<file path="src/rtl/i2c_cond_pkg.sv">
package i2c_cond_pkg;

    typedef enum logic [1:0] {
        OP_NONE   = 2'b00,
        OP_START  = 2'b01,
        OP_RSTART = 2'b10,
        OP_STOP   = 2'b11
    } cond_op_e;

    typedef enum logic [2:0] {
        S_IDLE,
        S_RS_PREP,
        S_ST_SETUP,
        S_ST_HOLD,
        S_ST_DONE,
        S_SP_PREP,
        S_SP_SETUP,
        S_SP_DONE
    } seq_state_e;

endpackage

</file>
<file path="src/rtl/i2c_cond_cfg.sv">
module i2c_cond_cfg #(
    parameter int DIV_W = 16,
    parameter int SEL_W = 2
) (
    input  logic             clk,
    input  logic             rst_n,
    input  logic             capture,
    input  logic             use_live,
    input  logic [DIV_W-1:0] divh_in,
    input  logic [SEL_W-1:0] sta_in,
    input  logic [SEL_W-1:0] sto_in,
    output logic [DIV_W-1:0] divh_q,
    output logic [DIV_W-1:0] divh_eff,
    output logic [SEL_W-1:0] sta_eff,
    output logic [SEL_W-1:0] sto_eff
);
    logic [SEL_W-1:0] sta_q;
    logic [SEL_W-1:0] sto_q;

    // Configuration is frozen at acceptance
    always_ff @(posedge clk or negedge rst_n) begin
        if (!rst_n) begin
            divh_q <= '0;
            sta_q  <= '0;
            sto_q  <= '0;
        end else if (capture) begin
            divh_q <= divh_in;
            sta_q  <= sta_in;
            sto_q  <= sto_in;
        end
    end

    // The first interval is loaded in the accepting cycle, from live inputs
    always_comb begin
        divh_eff = use_live ? divh_in : divh_q;
        sta_eff  = use_live ? sta_in  : sta_q;
        sto_eff  = use_live ? sto_in  : sto_q;
    end
endmodule

</file>
<file path="src/rtl/i2c_cond_timing.sv">
module i2c_cond_timing #(
    parameter int DIV_W = 16,
    parameter int SEL_W = 2,
    parameter int CNT_W = DIV_W + SEL_W + 5
) (
    input  logic [DIV_W-1:0] divh,
    input  logic [SEL_W-1:0] sta_sel,
    input  logic [SEL_W-1:0] sto_sel,
    output logic [CNT_W-1:0] prep_m1,
    output logic [CNT_W-1:0] sta_setup_m1,
    output logic [CNT_W-1:0] sta_hold_m1,
    output logic [CNT_W-1:0] sto_setup_m1
);
    localparam int SUBPHASES_LOG2 = 3;

    logic [CNT_W-1:0] h_w;
    logic [CNT_W-1:0] unit_w;
    logic [CNT_W-1:0] u_w;
    logic [CNT_W-1:0] p_w;

    // Reload values are interval length minus one
    always_comb begin
        h_w          = CNT_W'(divh) + CNT_W'(1);
        unit_w       = h_w << SUBPHASES_LOG2;
        u_w          = CNT_W'(sta_sel) + CNT_W'(1);
        p_w          = CNT_W'(sto_sel) + CNT_W'(1);
        prep_m1      = unit_w - CNT_W'(1);
        sta_setup_m1 = unit_w * u_w;
        sta_hold_m1  = unit_w * (u_w + CNT_W'(1)) - CNT_W'(2);
        sto_setup_m1 = unit_w * p_w;
    end
endmodule

</file>
<file path="src/rtl/i2c_cond_timer.sv">
module i2c_cond_timer #(
    parameter int CNT_W = 23
) (
    input  logic             clk,
    input  logic             rst_n,
    input  logic             load,
    input  logic [CNT_W-1:0] load_val,
    output logic             expired
);
    logic [CNT_W-1:0] cnt_q;

    always_ff @(posedge clk or negedge rst_n) begin
        if (!rst_n) begin
            cnt_q <= '0;
        end else if (load) begin
            cnt_q <= load_val;
        end else if (cnt_q != '0) begin
            cnt_q <= cnt_q - CNT_W'(1);
        end
    end

    assign expired = (cnt_q == '0);
endmodule

</file>
<file path="src/rtl/i2c_cond_fsm.sv">
module i2c_cond_fsm
    import i2c_cond_pkg::*;
#(
    parameter int CNT_W = 23
) (
    input  logic             clk,
    input  logic             rst_n,
    input  logic             cmd_valid,
    input  logic [1:0]       cmd_op,
    input  logic             expired,
    input  logic [CNT_W-1:0] prep_m1,
    input  logic [CNT_W-1:0] sta_setup_m1,
    input  logic [CNT_W-1:0] sta_hold_m1,
    input  logic [CNT_W-1:0] sto_setup_m1,
    output seq_state_e       state_q,
    output logic             accept,
    output logic             tmr_load,
    output logic [CNT_W-1:0] tmr_val,
    output logic             scl_oe,
    output logic             sda_oe,
    output logic             done
);
    seq_state_e state_d;
    logic       park_scl_q;
    logic       park_sda_q;
    cond_op_e   op_w;

    assign op_w   = cond_op_e'(cmd_op);
    assign accept = (state_q == S_IDLE) && cmd_valid && (op_w != OP_NONE);

    // State register
    always_ff @(posedge clk or negedge rst_n) begin
        if (!rst_n) begin
            state_q <= S_IDLE;
        end else begin
            state_q <= state_d;
        end
    end

    // Line levels left behind while idle
    always_ff @(posedge clk or negedge rst_n) begin
        if (!rst_n) begin
            park_scl_q <= 1'b0;
            park_sda_q <= 1'b0;
        end else if (state_q == S_ST_DONE) begin
            park_scl_q <= 1'b1;
            park_sda_q <= 1'b1;
        end else if (state_q == S_SP_DONE) begin
            park_scl_q <= 1'b0;
            park_sda_q <= 1'b0;
        end
    end

    // Transitions and interval loads
    always_comb begin
        state_d  = state_q;
        tmr_load = 1'b0;
        tmr_val  = '0;
        unique case (state_q)
            S_IDLE: begin
                if (accept) begin
                    tmr_load = 1'b1;
                    unique case (op_w)
                        OP_START: begin
                            state_d = S_ST_SETUP;
                            tmr_val = sta_setup_m1;
                        end
                        OP_RSTART: begin
                            state_d = S_RS_PREP;
                            tmr_val = prep_m1;
                        end
                        default: begin
                            state_d = S_SP_PREP;
                            tmr_val = prep_m1;
                        end
                    endcase
                end
            end
            S_RS_PREP: begin
                if (expired) begin
                    state_d  = S_ST_SETUP;
                    tmr_load = 1'b1;
                    tmr_val  = sta_setup_m1;
                end
            end
            S_ST_SETUP: begin
                if (expired) begin
                    state_d  = S_ST_HOLD;
                    tmr_load = 1'b1;
                    tmr_val  = sta_hold_m1;
                end
            end
            S_ST_HOLD: begin
                if (expired) begin
                    state_d = S_ST_DONE;
                end
            end
            S_SP_PREP: begin
                if (expired) begin
                    state_d  = S_SP_SETUP;
                    tmr_load = 1'b1;
                    tmr_val  = sto_setup_m1;
                end
            end
            S_SP_SETUP: begin
                if (expired) begin
                    state_d = S_SP_DONE;
                end
            end
            S_ST_DONE,
            S_SP_DONE: begin
                state_d = S_IDLE;
            end
            default: begin
                state_d = S_IDLE;
            end
        endcase
    end

    // Outputs decoded from state
    always_comb begin
        scl_oe = 1'b0;
        sda_oe = 1'b0;
        done   = 1'b0;
        unique case (state_q)
            S_IDLE: begin
                scl_oe = park_scl_q;
                sda_oe = park_sda_q;
            end
            S_RS_PREP: begin
                scl_oe = 1'b1;
                sda_oe = 1'b0;
            end
            S_ST_SETUP: begin
                scl_oe = 1'b0;
                sda_oe = 1'b0;
            end
            S_ST_HOLD: begin
                scl_oe = 1'b0;
                sda_oe = 1'b1;
            end
            S_ST_DONE: begin
                scl_oe = 1'b1;
                sda_oe = 1'b1;
                done   = 1'b1;
            end
            S_SP_PREP: begin
                scl_oe = 1'b1;
                sda_oe = 1'b1;
            end
            S_SP_SETUP: begin
                scl_oe = 1'b0;
                sda_oe = 1'b1;
            end
            S_SP_DONE: begin
                scl_oe = 1'b0;
                sda_oe = 1'b0;
                done   = 1'b1;
            end
            default: begin
                scl_oe = 1'b0;
                sda_oe = 1'b0;
            end
        endcase
    end
endmodule

</file>
<file path="src/rtl/i2c_cond_seq.sv">
module i2c_cond_seq
    import i2c_cond_pkg::*;
#(
    parameter int DIV_W = 16,
    parameter int SEL_W = 2
) (
    input  logic               clk,
    input  logic               rst_n,
    input  logic               cmd_valid,
    input  logic [1:0]         cmd_op,
    input  logic [DIV_W-1:0]   div_high,
    input  logic [2*SEL_W-1:0] setup_ctl,
    output logic               scl_oe,
    output logic               sda_oe,
    output logic               done
);
    localparam int CNT_W = DIV_W + SEL_W + 5;

    seq_state_e       state_w;
    logic             accept_w;
    logic             tmr_load_w;
    logic [CNT_W-1:0] tmr_val_w;
    logic             expired_w;
    logic [DIV_W-1:0] divh_lat_w;
    logic [DIV_W-1:0] divh_eff_w;
    logic [SEL_W-1:0] sta_eff_w;
    logic [SEL_W-1:0] sto_eff_w;
    logic [CNT_W-1:0] prep_m1_w;
    logic [CNT_W-1:0] sta_setup_m1_w;
    logic [CNT_W-1:0] sta_hold_m1_w;
    logic [CNT_W-1:0] sto_setup_m1_w;

    i2c_cond_cfg #(.DIV_W(DIV_W), .SEL_W(SEL_W)) u_cfg (
        .clk      (clk),
        .rst_n    (rst_n),
        .capture  (accept_w),
        .use_live (state_w == S_IDLE),
        .divh_in  (div_high),
        .sta_in   (setup_ctl[SEL_W-1:0]),
        .sto_in   (setup_ctl[2*SEL_W-1:SEL_W]),
        .divh_q   (divh_lat_w),
        .divh_eff (divh_eff_w),
        .sta_eff  (sta_eff_w),
        .sto_eff  (sto_eff_w)
    );

    i2c_cond_timing #(.DIV_W(DIV_W), .SEL_W(SEL_W), .CNT_W(CNT_W)) u_timing (
        .divh         (divh_eff_w),
        .sta_sel      (sta_eff_w),
        .sto_sel      (sto_eff_w),
        .prep_m1      (prep_m1_w),
        .sta_setup_m1 (sta_setup_m1_w),
        .sta_hold_m1  (sta_hold_m1_w),
        .sto_setup_m1 (sto_setup_m1_w)
    );

    i2c_cond_timer #(.CNT_W(CNT_W)) u_timer (
        .clk      (clk),
        .rst_n    (rst_n),
        .load     (tmr_load_w),
        .load_val (tmr_val_w),
        .expired  (expired_w)
    );

    i2c_cond_fsm #(.CNT_W(CNT_W)) u_fsm (
        .clk          (clk),
        .rst_n        (rst_n),
        .cmd_valid    (cmd_valid),
        .cmd_op       (cmd_op),
        .expired      (expired_w),
        .prep_m1      (prep_m1_w),
        .sta_setup_m1 (sta_setup_m1_w),
        .sta_hold_m1  (sta_hold_m1_w),
        .sto_setup_m1 (sto_setup_m1_w),
        .state_q      (state_w),
        .accept       (accept_w),
        .tmr_load     (tmr_load_w),
        .tmr_val      (tmr_val_w),
        .scl_oe       (scl_oe),
        .sda_oe       (sda_oe),
        .done         (done)
    );
endmodule

</file>
<file path="config.mk">
export PLATFORM = sky130hd
export DESIGN_NAME = i2c_cond_seq
export DESIGN_NICKNAME = d
export VERILOG_FILES = /design/src/rtl/i2c_cond_pkg.sv /design/src/rtl/i2c_cond_cfg.sv /design/src/rtl/i2c_cond_timing.sv /design/src/rtl/i2c_cond_timer.sv /design/src/rtl/i2c_cond_fsm.sv /design/src/rtl/i2c_cond_seq.sv
export SDC_FILE = /design/constraint.sdc
export NUM_CORES = 1
export LEC_CHECK = 0
export ABC_AREA = 0
export BUFFER_PORTS_ARGS = -buffer_cell sky130_fd_sc_hd__buf_4
export CORE_MARGIN = 2
export CORE_UTILIZATION = 30
export DETAILED_ROUTE_END_ITERATION = 6
export PLACE_DENSITY = 0.43
export RECOVER_POWER = 25
export SLEW_MARGIN = 10
export SYNTH_ARGS = -nofsm -noshare
export SYNTH_HDL_FRONTEND = slang
export SYNTH_SLANG_ARGS = --single-unit
export TNS_END_PERCENT = 50
</file>
<file path="constraint.sdc">
create_clock -name clk -period 8.8 [get_ports clk]
set_clock_uncertainty 0.1 [all_clocks]
set_input_delay 1.32 -clock clk [delete_from_list [all_inputs] [get_ports clk]]
set_output_delay 1.32 -clock clk [all_outputs]
set_load 0.05 [all_outputs]
</file>
==> flow_metrics.py <==
metrics = {
    "outcome": {
        "status": "complete, but fails checks",
        "violations": "capacitance limit, slew limit",
    },
    "synthesis": {
        "synth_ff_type": "dfrtp_1",
        "synth_xor_area_share_pct": 10.4,
        "synth_adder_area_share_pct": 28.8,
        "synth-simple-area-share_pct": 25.3,
        "synth_edf_count": 0,
        "synth_fp_nets": 1524,
        "synth_cell_types": 83,
        "muxShareOfSynthArea_pct": 2.34,
        "yosysWarnings": 0,
        "async_reset_ff_share_pct": 100,
        "synth_compound_gate_area_share_pct": 14.2,
        "yosysSeqAreaShare_pct": 11.8,
        "synthCells": 1303,
        "synthesis.area_um2": 9950,
        "avgSynthCellArea_um2": 7.63,
        "synth-seq-cells": 47,
        "synth_top_family_by_area": "adder cells",
    },
    "cts": {
        "clock_sinks": 47,
        "root_buffer": "clkbuf_16",
        "hold_buffers": 0,
        "insertion_delay_ns": 0.32,
        "ctsResizeCount": 0,
        "ctsLongestPathBuffers": 2,
        "h-tree-depth": 2,
        "cts_tree": "built",
        "cts-buffers-inserted": 5,
        "cts_setup_buffers": 0,
        "clkTransAtPathRegs_ns": 0.08,
    },
    "drt": {
        "first_iter_violations": 657,
        "routed_wl_um": 33800,
        "wl_per_cell_um": 19.2,
        "dr.pass1.iters": 7,
        "routed-via-count": 9254,
        "via_per_inst": 5.25,
        "drc": 0,
        "ant_nets": 0,
    },
    "final_layout": {
        "register_area_um2": 1180,
        "fin_nets": 1540,
        "area_delta_synth_final_pct": 9.52,
        "final_common_cell": "nand2_1",
        "n_fill_cell": 3571,
        "final_cell_mix": "229 x nand2_1, 141 x ha_1, 133 x inv_1, 110 x nor2_1, 59 x xnor2_1",
        "antenna_cells": 0,
        "final_util_pct": 33.4,
        "drive_above_1_share_pct": 7.73,
        "final_area_um2": 10900,
        "multi_input_area_um2": 8070,
    },
    "placed_design": {
        "numPortBuffers": 27,
        "place_ws_ns": 0.286,
        "dp_hpwl_um": 27300,
        "gp_congestion": 0.891,
        "placed_area_um2": 10700,
    },
    "die": {
        "io_pins": 28,
        "start_util_pct": 30.5,
        "die_w_um": 186,
        "core_area_um2": 32600,
        "dieArea_um2": 34600,
        "rows": 66,
        "die_y_um": 186,
    },
    "timing": {
        "hold_viol_final": 0,
        "slew_headroom_pct": -93.1,
        "period_share_pct": 93.4,
        "finalSetupViolCount": 0,
        "tightest_slew_ns": 2.90,
        "slew_viol_final": 48,
        "rsz0062_at_grt": "false",
        "setup_ws_ns": 0.582,
        "setup_tns_ns": 0,
        "period_needed_ns": 8.22,
        "max_clock_freq_mhz": 122,
    },
    "critical_path": {
        "path_buf_inv": 4,
        "required_ns": 8.89,
        "crit_type": "in2reg",
        "critPathCaptureType": "register",
        "cpMostUsedCell": "ha_1",
        "critical-path-top-delay-family": "adder cells",
        "critPathMaxFanout": 6,
        "cp_slowest_cell": "or4_1",
        "worstPathArrival_ns": 8.31,
        "max_stage_delay_ns": 0.61,
        "cp-start-kind": "input pin",
    },
    "global_route": {
        "track_usage_pct": 20.2,
        "grt_max_degree": 48,
        "grt_remaining_overflow": 0,
        "antenna_found_initial": 0,
        "grt_pass1_vias": 9142,
        "grt_pass1_wl_um": 53000,
    },
    "hold_path": {
        "hold_class": "reg2reg",
    },
    "flow_run": {
        "maxCapViolCount": 1,
    },
}
-- area by class of cell --
class                   instances  share of cell area [%]
multi-input cells            1072                    74.1
flip-flops and latches         47                    10.8
well taps                     442                    5.08
inverters                     135                    4.65
repair buffers                 58                    3.96
clock buffers                   6                    1.27
clock inverters                 2                   0.126
-- routing by layer --
metal / vias to the layer above / track usage (%) / part of all wire [%]
met5: - / 0 / 0
met4: 0 / 5.13 / 2.2
met3: 43 / 3.33 / 6.6
met2: 215 / 32.6 / 45
met1: 4501 / 28.0 / 47
li1: 4495 / - / -
-- tightest hold or removal path, stage by stage, from the launching register on --
cell     delay [ns]
dfrtp_1        0.35
nand2_1        0.05
nand2_1        0.06
-- kinds of logic after synthesis --
family | after synthesis
mux | 22
compound gates | 212
flops | 47
buf+inv | 184
xor+xnor | 115
simple gates | 527
fa+ha+maj | 196
-- synth_stat cells (5+ instances only) --
cell type  instances  area share (%)
o21a_1             9            0.68
o2111ai_1          5            0.44
ha_1             141              18
nor2_1           110             4.2
mux2i_1           17             1.7
and2_1            26             1.6
a21oi_1           55             2.8
nand4_1           10            0.63
nor4_1            18             1.1
a2111oi_0          8            0.70
o211ai_1           7            0.53
o41ai_1            5            0.44
nor3_1            27             1.4
clkbuf_1          39             1.5
or4_1              5            0.38
or3_1              7            0.44
xnor2_1           59             5.2
a221oi_1           5            0.44
fa_1              55              11
nand2b_1           9            0.57
dfrtp_1           47              12
inv_1            133             5.0
a21o_1             6            0.45
or2_2              5            0.31
o21ai_0           41             2.1
a211oi_1           8            0.60
xor2_1            52             4.6
nand3_1           24             1.2
o22ai_1           14            0.88
nor3b_1            5            0.38
o221ai_1           7            0.62
nand2_1          229             8.6
nor2b_1            5            0.31
a31oi_1            5            0.31
and3_1            18             1.1
-- metrics by stage --
stage | hold slack (ns) | instances
after floorplan | 0.345 | 1303
after global placement | 0.362 | 1754
after detailed placement | 0.364 | 1754
after CTS | 0.384 | 1762
after global routing | 0.401 | 1762
final | 0.383 | 1762
-- state kept, by name, indices dropped and copies added (netlist names) --
register,cells
u_fsm.state_q,3
u_cfg.sto_q,2
u_cfg.divh_q,16
u_timer.cnt_q,23
u_fsm.park_scl_q,1
u_cfg.sta_q,2
-- worst paths after layout --
kind	start	to	slack, ns	depth (start not counted)
min in group asynchronous	rst_n	u_cfg.divh_q[7]	1.83	1
hold / removal	u_cfg.sta_q[1]	u_cfg.sta_q[1]	0.38	2
setup / recovery	div_high[0]	u_timer.cnt_q[20]	0.58	27
hold reg to reg	u_cfg.sta_q[1]	u_cfg.sta_q[1]	0.38	2
max in group asynchronous	rst_n	u_timer.cnt_q[21]	5.11	1
setup reg to reg	u_fsm.state_q[1]	u_timer.cnt_q[20]	0.67	27
Power is not shown: default switching activity piles up to over one toggle a cycle in this logic, so the estimate is an artifact.
